===== src/rtl/combo_lock.sv =====
module combo_lock #(
  parameter int                 DIGIT_W = 4,
  parameter logic [DIGIT_W-1:0] KEY0    = 3,
  parameter logic [DIGIT_W-1:0] KEY1    = 4,
  parameter logic [DIGIT_W-1:0] KEY2    = 2
) (
  input  logic               clk,
  input  logic               rst,
  input  logic               strobe,
  input  logic [DIGIT_W-1:0] digit_in,
  output logic               unlocked
);
  localparam int NDIG = 3;
  localparam int SW   = NDIG + 1;
  localparam logic [SW-1:0] ST_FIRST = SW'(1);
  localparam logic [SW-1:0] ST_ERR   = '0;
  localparam logic [DIGIT_W-1:0] KEYS [NDIG] = '{KEY0, KEY1, KEY2};

  logic [SW-1:0]      state, state_d;
  logic [DIGIT_W-1:0] key_q [NDIG];
  logic [DIGIT_W-1:0] term  [NDIG];
  logic [NDIG-1:0]    sel;
  logic [DIGIT_W-1:0] expect_v;
  logic               match;

  assign sel      = state[NDIG-1:0];
  assign unlocked = state[SW-1];

  always_ff @(posedge clk) begin
    if (rst) key_q <= KEYS;
  end

  for (genvar i = 0; i < NDIG; i++) begin : g_gate
    assign term[i] = key_q[i] & {DIGIT_W{sel[i]}};
  end

  always_comb begin
    expect_v = '0;
    for (int i = 0; i < NDIG; i++) expect_v = expect_v | term[i];
  end

  assign match = (expect_v == digit_in);

  always_comb begin
    state_d = state;
    if (strobe && |sel) state_d = match ? (state << 1) : ST_ERR;
  end

  always_ff @(posedge clk) begin
    if (rst) state <= ST_FIRST;
    else     state <= state_d;
  end
endmodule



===== config.mk =====
export PLATFORM = sky130hd
export DESIGN_NAME = combo_lock
export DESIGN_NICKNAME = d
export VERILOG_FILES = /design/src/rtl/combo_lock.sv
export SDC_FILE = /design/constraint.sdc
export NUM_CORES = 1
export LEC_CHECK = 0
export ABC_AREA = 1
export ABC_CLOCK_PERIOD_IN_PS = 1600
export BUFFER_PORTS_ARGS = -buffer_cell sky130_fd_sc_hd__buf_4
export CAP_MARGIN = 10
export CELL_PAD_IN_SITES_DETAIL_PLACEMENT = 0
export CELL_PAD_IN_SITES_GLOBAL_PLACEMENT = 1
export CORE_AREA = 5 5 42 44
export CTS_BUF_LIST = sky130_fd_sc_hd__clkbuf_8
export CTS_CLUSTER_DIAMETER = 60
export DETAILED_ROUTE_END_ITERATION = 10
export DIE_AREA = 0 0 47 49
export GPL_TIMING_DRIVEN = 0
export PLACE_DENSITY_LB_ADDON = 0.1
export SYNTH_ARGS = -nofsm -noshare
export SYNTH_HDL_FRONTEND = slang
export SYNTH_SLANG_ARGS = --single-unit

===== constraint.sdc =====
create_clock -name clk -period 1.6 [get_ports clk]
set_clock_uncertainty 0.1 [all_clocks]
set_input_delay 0.16 -clock clk [delete_from_list [all_inputs] [get_ports clk]]
set_output_delay 0.16 -clock clk [all_outputs]
set_load 0.005 [all_outputs]

Word level (Yosys, flattened, before mapping)
Index checks and enable logic that the tools add are counted.
Word-level totals
  flip-flop bits (word level): 4
  latch bits: 0
  memory bits (writable): 0
  memory bits (read-only): 0
  output and inout port bits: 1
  memories kept: 0
Operators by class
  $add $sub $neg: 0
  $mul: 0
  div/mod/pow operators: 0
  magnitude comparators: 0
  equality and inequality tests: 1
  shift operators: 0
  multiplexer cells: 1
  bitwise operators: 2
  reductions and logical operators: 2
Operator list (number)
  3-bit by 4-bit equality test with 1-bit output: 1
  4-bit two-way mux: 1
  2-bit by 3-bit OR with 3-bit output: 1
  3-bit by 2-bit OR with 3-bit output: 1
  3-bit OR reduction: 1
  1-bit logical AND: 1

Logic depth before layout (Yosys ltp)
Gate-level depths: netlist (run 1).
  depth in word-level cells: 4
  mapped depth: 6
  mapped depth without buffers: 6

Worst setup path before layout (run 1)
Ideal clock, no wire load.
  kind: register -> register
  start point: reg state[0]
  end point: reg state[1]
  setup time: 119 ps
  arrival: 763 ps
  data required time: 1381 ps
  slack: 618 ps
  cell stages (with the launch flop): 7
  period minus slack after synthesis: 982 ps
  path through: dfxtp_1 > inv_2 > nand2_2 > nor2_1 > nor2_4 > nand3_1 > a21oi_1
On the way
  longest elaborated chain between the ends: 4
  elaborated cells on any way between the ends: 6
  classes of those cells: eq/ne: 1; mux: 1; bitwise: 2; reduce/logical: 2
RTL lines
  start: declaration: line 19  | logic [SW-1:0] state, state_d;
  start signal: assignment: line 51  | else state <= state_d;
  2-bit by 3-bit OR with 3-bit output: line 39  | for (int i = 0; i < NDIG; i++) expect_v = expect_v | term[i];
  3-bit by 2-bit OR with 3-bit output: line 39
  3-bit by 4-bit equality test with 1-bit output: line 42  | assign match = (expect_v == digit_in);
  4-bit two-way mux: line 46  | if (strobe && |sel) state_d = match ? (state << 1) : ST_ERR;
Several ways; a longest one is shown, not always the timed one.
A chain may end at the register's enable or synchronous reset.

Worst setup path after layout (run 1)
  start point: reg state[1]
  end point: reg state[3]
Same word-level chain as after synthesis.

==> results of run 1 <==
## path summary, 6_finish.rpt
check / end / slack (ns) / cells after the start
hold reg to reg: state[3] / 0.36 / 2
setup reg to reg: state[3] / 0.54 / 4
setup / recovery: state[3] / 0.54 / 4
hold / removal: state[3] / 0.02 / 2
## power groups by stage
| stage | Sequential (uW) | Combinational, uW | Clock, uW |
|---|---|---|---|
| after global placement | 109 | 42.8 | 0 |
| after floorplan | 108 | 24.7 | 0 |
| after global routing | 108 | 49.1 | 220 |
| after CTS | 108 | 43.1 | 214 |
| final | 107 | 41.9 | 207 |
| after detailed placement | 109 | 42.8 | 0 |
## stage by stage
step           hold slack, ns  worst slack, ns
2_1_floorplan           0.129            0.618
3_3_place_gp            0.241            0.528
3_5_place_dp            0.245            0.521
4_1_cts                0.0188            0.512
5_1_grt                0.0274            0.406
6_report               0.0210            0.538
## cell type report
| type | instances | area (um^2) | share of cell area, % |
|---|---|---|---|
| Multi-Input combinational cell | 23 | 124 | 35.6 |
| Timing Repair Buffer | 7 | 52.6 | 15.1 |
| Clock buffer | 3 | 41.3 | 11.9 |
| Sequential cell | 4 | 80.1 | 23.0 |
| Inverter | 8 | 30.0 | 8.63 |
| Tap cell | 16 | 20.0 | 5.76 |
## cell usage after synthesis, drive strengths merged
master	count	area, um^2
o21bai	1	7.51
nand3	4	25.0
nand2	8	35.0
nor2	3	21.3
a21oi	4	20.0
inv	8	30.0
dfxtp	4	80.1
o21ai	3	15.0
## layer usage
layer	part of all wire [%]	GRT usage (%)
met1	42	7.19
met2	42	6.33
met3	11	3.69
met4	4.2	6.91
met5	0	0
## placed cells by master, fill, tap and decap left out, drive strengths merged
cell / count
buf: 7
dfxtp: 4
clkbuf: 3
o21ai: 3
inv: 8
o21bai: 1
nand3: 4
nand2: 8
nor2: 3
a21oi: 4
## worst reg2reg max path, stage by stage, from the launching register on
cell and delay, ns:
sky130_fd_sc_hd__dfxtp_1 0.39, sky130_fd_sc_hd__o21bai_1 0.14, sky130_fd_sc_hd__nor2_4 0.15, sky130_fd_sc_hd__nand3_1 0.09
sky130_fd_sc_hd__a21oi_1 0.12
## logic make-up (layout without fill, tap and decap cells)
| family | Yosys count | in the layout | synth area share, % |
|---|---|---|---|
| AO/OA/AOI/OAI | 8 | 8 | 18.2 |
| buffers and inverters | 8 | 18 | 12.8 |
| flip-flops | 4 | 4 | 34.2 |
| AND/OR/NAND/NOR | 15 | 15 | 34.8 |
==> results.sh, run 1 <==
export IMPL_run_status="complete, no violations"
export IMPL_fin_setup_tns_ns=0
export IMPL_avgSynthCellArea_um2=6.68
export IMPL_final_period_minus_worst_setup_slack_ns=1.06
export IMPL_chipHeight_um=49
export IMPL_area_delta_synth_final_pct=48.7
export IMPL_largest_registers="state: 4 flops"
export IMPL_timing_fmax_mhz=942
export IMPL_timing_max_cap_violations=0
export IMPL_final_area_um2=348
export IMPL_critical_path_required_ns=1.65
export IMPL_clock_sink_total=4
export IMPL_critPathTopFamily="flip-flops"
export IMPL_initial_cell_density_of_the_core_pct=16.7
export IMPL_r2r_start="state[1]"
export IMPL_portBuffers=7
export IMPL_power_switching_uw=72.3
export IMPL_wire_length_of_the_first_global_routing_pass_um=910
export IMPL_cts_hold_buffers_added=0
export IMPL_cp_slowest_stage_delay_ns=0.39
export IMPL_cts_tree="done"
export IMPL_dpl_cell_area_um2=307
export IMPL_share_seq_of_total_power_pct=30.1
export IMPL_dieArea_mm2=0.00230
export IMPL_timing_hold_worst_class="input pin to flip-flop"
export IMPL_clk_root_buffer_cell="sky130_fd_sc_hd__clkbuf_8"
export IMPL_layout_core_utilization_pct=24.8
export IMPL_insertion_delay_ns=0.21
export IMPL_number_of_antenna_violations_at_the_first_check_in_global_routing=0
export IMPL_synth_lib_cells_used_distinct=14
export IMPL_finalMaxSlewViolations=0
export IMPL_cp_startpoint="state[1]"
export IMPL_power_report_internal_total_uw=284
export IMPL_grt_overflow_total=0
export IMPL_core_region_area_mm2=0.00140
export IMPL_via_count=244
export IMPL_post_drt_wl_per_cell_um=8.51
export IMPL_share_clk_of_total_power_pct=58.1
export IMPL_p_leak_uw=0.000173
export IMPL_cts_resized=0
export IMPL_pnr_total_power_uw=356
export IMPL_rsz_0062_raised_after_global_routing="no"
export IMPL_cts_root_to_sink_buffers=2
export IMPL_min_delay_start="rst"
export IMPL_wl_um=519
export IMPL_hpwlAfterDp_um=445
export IMPL_sw_frac_of_total_pct=20.3
export IMPL_via_per_inst=4.00
export IMPL_power_ir_vdd_worst_v=0.000319
export IMPL_worst_slew_pin_transition_ns=0.249
export IMPL_antenna_cells_inserted=0
export IMPL_synth_cell_area_um2=234
export IMPL_cpMaxStageDelayCell="sky130_fd_sc_hd__dfxtp_1"
export IMPL_drcViolationCount=0
export IMPL_first_pass_iters=2
export IMPL_nFillCells=165
export IMPL_final_hold_violation_count=0
export IMPL_grt_max_degree=7
export IMPL_synthesized_netlist_cell_count=35
export IMPL_via_count_of_the_first_global_routing_pass=215
export IMPL_slew_headroom_pct=83.4
export IMPL_fin_crit_sh_pct=66.3
export IMPL_critical_path_class="flip-flop to flip-flop"
export IMPL_floorplan_die_width_um=47
export IMPL_largest_register="state"
export IMPL_crit_arrival_ns=1.11
export IMPL_design_portCount=8
export IMPL_crit_buf_inv=0
export IMPL_seq_area_frac_synth_pct=34.2
export IMPL_largest_register_ff_count=4
export IMPL_finalWeightedCongestion=0.691
export IMPL_crit_path_cell_trace="o21bai_1 > nor2_4 > nand3_1 > a21oi_1"
export IMPL_synth_seq_cells=4
export IMPL_numPlacedInstances=58
export IMPL_power_per_cell_area_mw_per_mm2=1020
export IMPL_final_cells=61
export IMPL_post_route_cells_drive_above_1_share_pct=35.6
export IMPL_synth_warning_count=0
export IMPL_postSynthNetCount=42
export IMPL_cp_max_fo=5
export IMPL_pwr_share_comb_pct=11.8
export IMPL_finish_net_count=54
export IMPL_core_rowCount=14
export IMPL_post_cts_setup_buffer_count=0
export IMPL_cts_buffers_inserted=3
export IMPL_global_route_usage_total_pct=6.04
export IMPL_endpoint_kind="flip-flop"
export IMPL_final_setup_viol_count=0
export IMPL_dr_first_iter_drc_count=5
export IMPL_htree_levels=1
export IMPL_clk_pin_slew_worst_paths_ns=0.03
export IMPL_worst_setup_path_start_kind="flip-flop"
export IMPL_antenna_violating_nets_post_route=0
No activity file was read; power rests on OpenSTA's default activity.
==> run 2: changes to the inputs <==
--- a/config.mk
+++ b/config.mk
@@ -6,7 +6,7 @@
 export NUM_CORES = 1
 export LEC_CHECK = 0
 export ABC_AREA = 1
-export ABC_CLOCK_PERIOD_IN_PS = 1600
+export ABC_CLOCK_PERIOD_IN_PS = 970
 export BUFFER_PORTS_ARGS = -buffer_cell sky130_fd_sc_hd__buf_4
 export CAP_MARGIN = 10
 export CELL_PAD_IN_SITES_DETAIL_PLACEMENT = 0
==> constraint.sdc (replaced) <==
create_clock -name clk -period 0.97 [get_ports clk]
set_clock_uncertainty 0.1 [all_clocks]
set_input_delay 0.097 -clock clk [delete_from_list [all_inputs] [get_ports clk]]
set_output_delay 0.097 -clock clk [all_outputs]
set_load 0.005 [all_outputs]
==> run 2 against run 1 <==
  * The flow now finishes with violations (setup timing)
  * Cell count is 4.9% higher
  * Die area unchanged
  * Total power grew 73%
  * Global-route usage hardly changed
  * Routed wire length grew 11%
  * Worst setup slack worse by 0.61 ns
==> results.sh, run 2 (synthesis results as in run 1) <==
export IMPL_rrSetupSlack_ns=-0.07
export IMPL_grt_overflow_total=0
export IMPL_grt_max_degree=7
export IMPL_p_leak_uw=0.000188
export IMPL_gr_usage_met2_pct=6.79
export IMPL_portBuffers=7
export IMPL_largest_registers="state: 4 flops"
export IMPL_antenna_cells_inserted=0
export IMPL_dieArea_mm2=0.00230
export IMPL_power_per_cell_area_mw_per_mm2=1510
export IMPL_finalWeightedCongestion=0.692
export IMPL_cts_buffers_inserted=3
export IMPL_numPlacedInstances=58
export IMPL_worst_slew_pin_transition_ns=0.236
export IMPL_cts_tree="done"
export IMPL_r2r_cells=6
export IMPL_critical_path_class="flip-flop to flip-flop"
export IMPL_finish_net_count=57
export IMPL_number_of_antenna_violations_at_the_first_check_in_global_routing=0
export IMPL_most_common_cell_after_layout_fill_and_taps_aside="sky130_fd_sc_hd__buf_4"
export IMPL_htree_levels=1
export IMPL_wire_length_of_the_first_global_routing_pass_um=903
export IMPL_final_cells=64
export IMPL_drcViolationCount=0
export IMPL_layout_core_utilization_pct=29.0
export IMPL_final_cell_mix="sky130_fd_sc_hd__buf_4 (8), sky130_fd_sc_hd__inv_1 (7), sky130_fd_sc_hd__nand2_1 (6)"
export IMPL_largest_register_ff_count=4
export IMPL_violations="setup timing"
export IMPL_via_count=261
export IMPL_final_period_minus_worst_setup_slack_ns=1.04
export IMPL_timing_max_cap_violations=0
export IMPL_finalMaxSlewViolations=0
export IMPL_via_count_of_the_first_global_routing_pass=229
export IMPL_finalWorstSetupSlack_ns=-0.0714
export IMPL_post_route_cells_drive_above_1_share_pct=50.0
export IMPL_rsz_0062_raised_after_global_routing="yes"
export IMPL_timing_hold_worst_class="input pin to flip-flop"
export IMPL_crit_arrival_ns=1.09
export IMPL_clock_sink_total=4
export IMPL_via_per_inst=4.08
export IMPL_cp_max_fo=4
export IMPL_slew_headroom_pct=84.2
export IMPL_initial_cell_density_of_the_core_pct=16.7
export IMPL_run_status="finished, violations left"
export IMPL_worst_setup_path_start_kind="flip-flop"
export IMPL_hpwlAfterDp_um=443
export IMPL_design_portCount=8
export IMPL_floorplan_die_width_um=47
export IMPL_finalHoldWorstSlack_ns=0.0191
export IMPL_insertion_delay_ns=0.22
export IMPL_grt_use_met1_pct=6.99
export IMPL_pnr_total_power_uw=616
export IMPL_largest_register="state"
export IMPL_power_ir_vdd_worst_v=0.000520
export IMPL_wl_um=576
export IMPL_first_pass_iters=2
export IMPL_grt_busiest_layer="met1"
export IMPL_dr_first_iter_drc_count=4
export IMPL_fin_crit_sh_pct=107
export IMPL_nFillCells=170
export IMPL_critical_path_required_ns=1.01
export IMPL_final_hold_violation_count=0
export IMPL_antenna_violating_nets_post_route=0
export IMPL_endpoint_kind="flip-flop"
export IMPL_post_drt_wl_per_cell_um=9.00
export IMPL_area_delta_synth_final_pct=73.8
export IMPL_clk_pin_slew_worst_paths_ns=0.03
export IMPL_global_route_usage_total_pct=6.04
export IMPL_core_rowCount=14
export IMPL_worst_hold_stages=2
export IMPL_cts_root_to_sink_buffers=2
export IMPL_final_setup_viol_count=3
export IMPL_grtUsageMet3_pct=3.32
export IMPL_chipHeight_um=49
export IMPL_clk_root_buffer_cell="sky130_fd_sc_hd__clkbuf_8"
export IMPL_timing_fmax_mhz=960
export IMPL_core_region_area_mm2=0.00140
-- run 2: cell count changes in the layout (fill, tap and decap cells not counted) --
cell / delta
sky130_fd_sc_hd__dfxtp_1: -2
sky130_fd_sc_hd__dlygate4sd3_1: +2
sky130_fd_sc_hd__buf_4: +1
sky130_fd_sc_hd__nor2_1: -1
sky130_fd_sc_hd__nor2_2: -1
sky130_fd_sc_hd__a21oi_2: +3
sky130_fd_sc_hd__nor2_4: +2
sky130_fd_sc_hd__nand3_2: +1
sky130_fd_sc_hd__nand3_1: -1
sky130_fd_sc_hd__dfxtp_2: +2
sky130_fd_sc_hd__a21oi_1: -3
-- run 2: area by class of cell --
| type | instances | area, um^2 | share of cell area, % |
|---|---|---|---|
| multi-input combinational | 23 | 153 | 37.5 |
| clock buffer | 3 | 41.3 | 10.2 |
| sequential | 4 | 82.6 | 20.3 |
| inverter | 8 | 30.0 | 7.38 |
| timing repair buffer | 10 | 80.1 | 19.7 |
| tap | 16 | 20.0 | 4.92 |
-- run 2: critical path, stage by stage, from the launching register on --
cell,delay [ns]
sky130_fd_sc_hd__dfxtp_2,0.33
sky130_fd_sc_hd__inv_2,0.06
sky130_fd_sc_hd__nand2_2,0.06
sky130_fd_sc_hd__nand3_2,0.07
sky130_fd_sc_hd__nor2_4,0.13
sky130_fd_sc_hd__nand3_1,0.08
sky130_fd_sc_hd__a21oi_1,0.13
-- run 2: path summary, 6_finish.rpt --
check           start       end
max          state[0]  state[2]
min            strobe  state[0]
max reg2reg  state[0]  state[2]
min reg2reg  state[3]  state[3]
-- run 2: routing by layer --
metal,vias up,routed length [um]
li1,138,-
met3,5,56
met4,0,28
met2,9,248
met5,-,0
met1,109,243
-- run 2: what timing repair did --
item                                    in CTS  in global routing
setup buffers                                1                  0
gates resized for setup                      3                  5
hold buffers                                 2                  0
pin swaps                                    0                  1
endpoints found under the setup margin       3                  3
endpoints found under the hold margin        3                  0
-- run 2: where the power goes --
group,switching (uW),total [uW],internal [uW],leakage (uW)
sequential,6.00,179,173,0.0000330
combinational,46.8,93.8,46.9,0.000134
clock,79.6,343,264,0.0000216
total,132,616,483,0.000188
-- run 2: per-stage QoR --
step           setup slack (ns)  instance area (um^2)  setup TNS, ns
2_1_floorplan            0.0235                   236              0
3_3_place_gp             -0.102                   309         -0.291
3_5_place_dp            -0.0960                   309         -0.269
4_1_cts                 -0.0571                   385         -0.159
5_1_grt                  -0.140                   407         -0.411
6_report                -0.0714                   407         -0.212
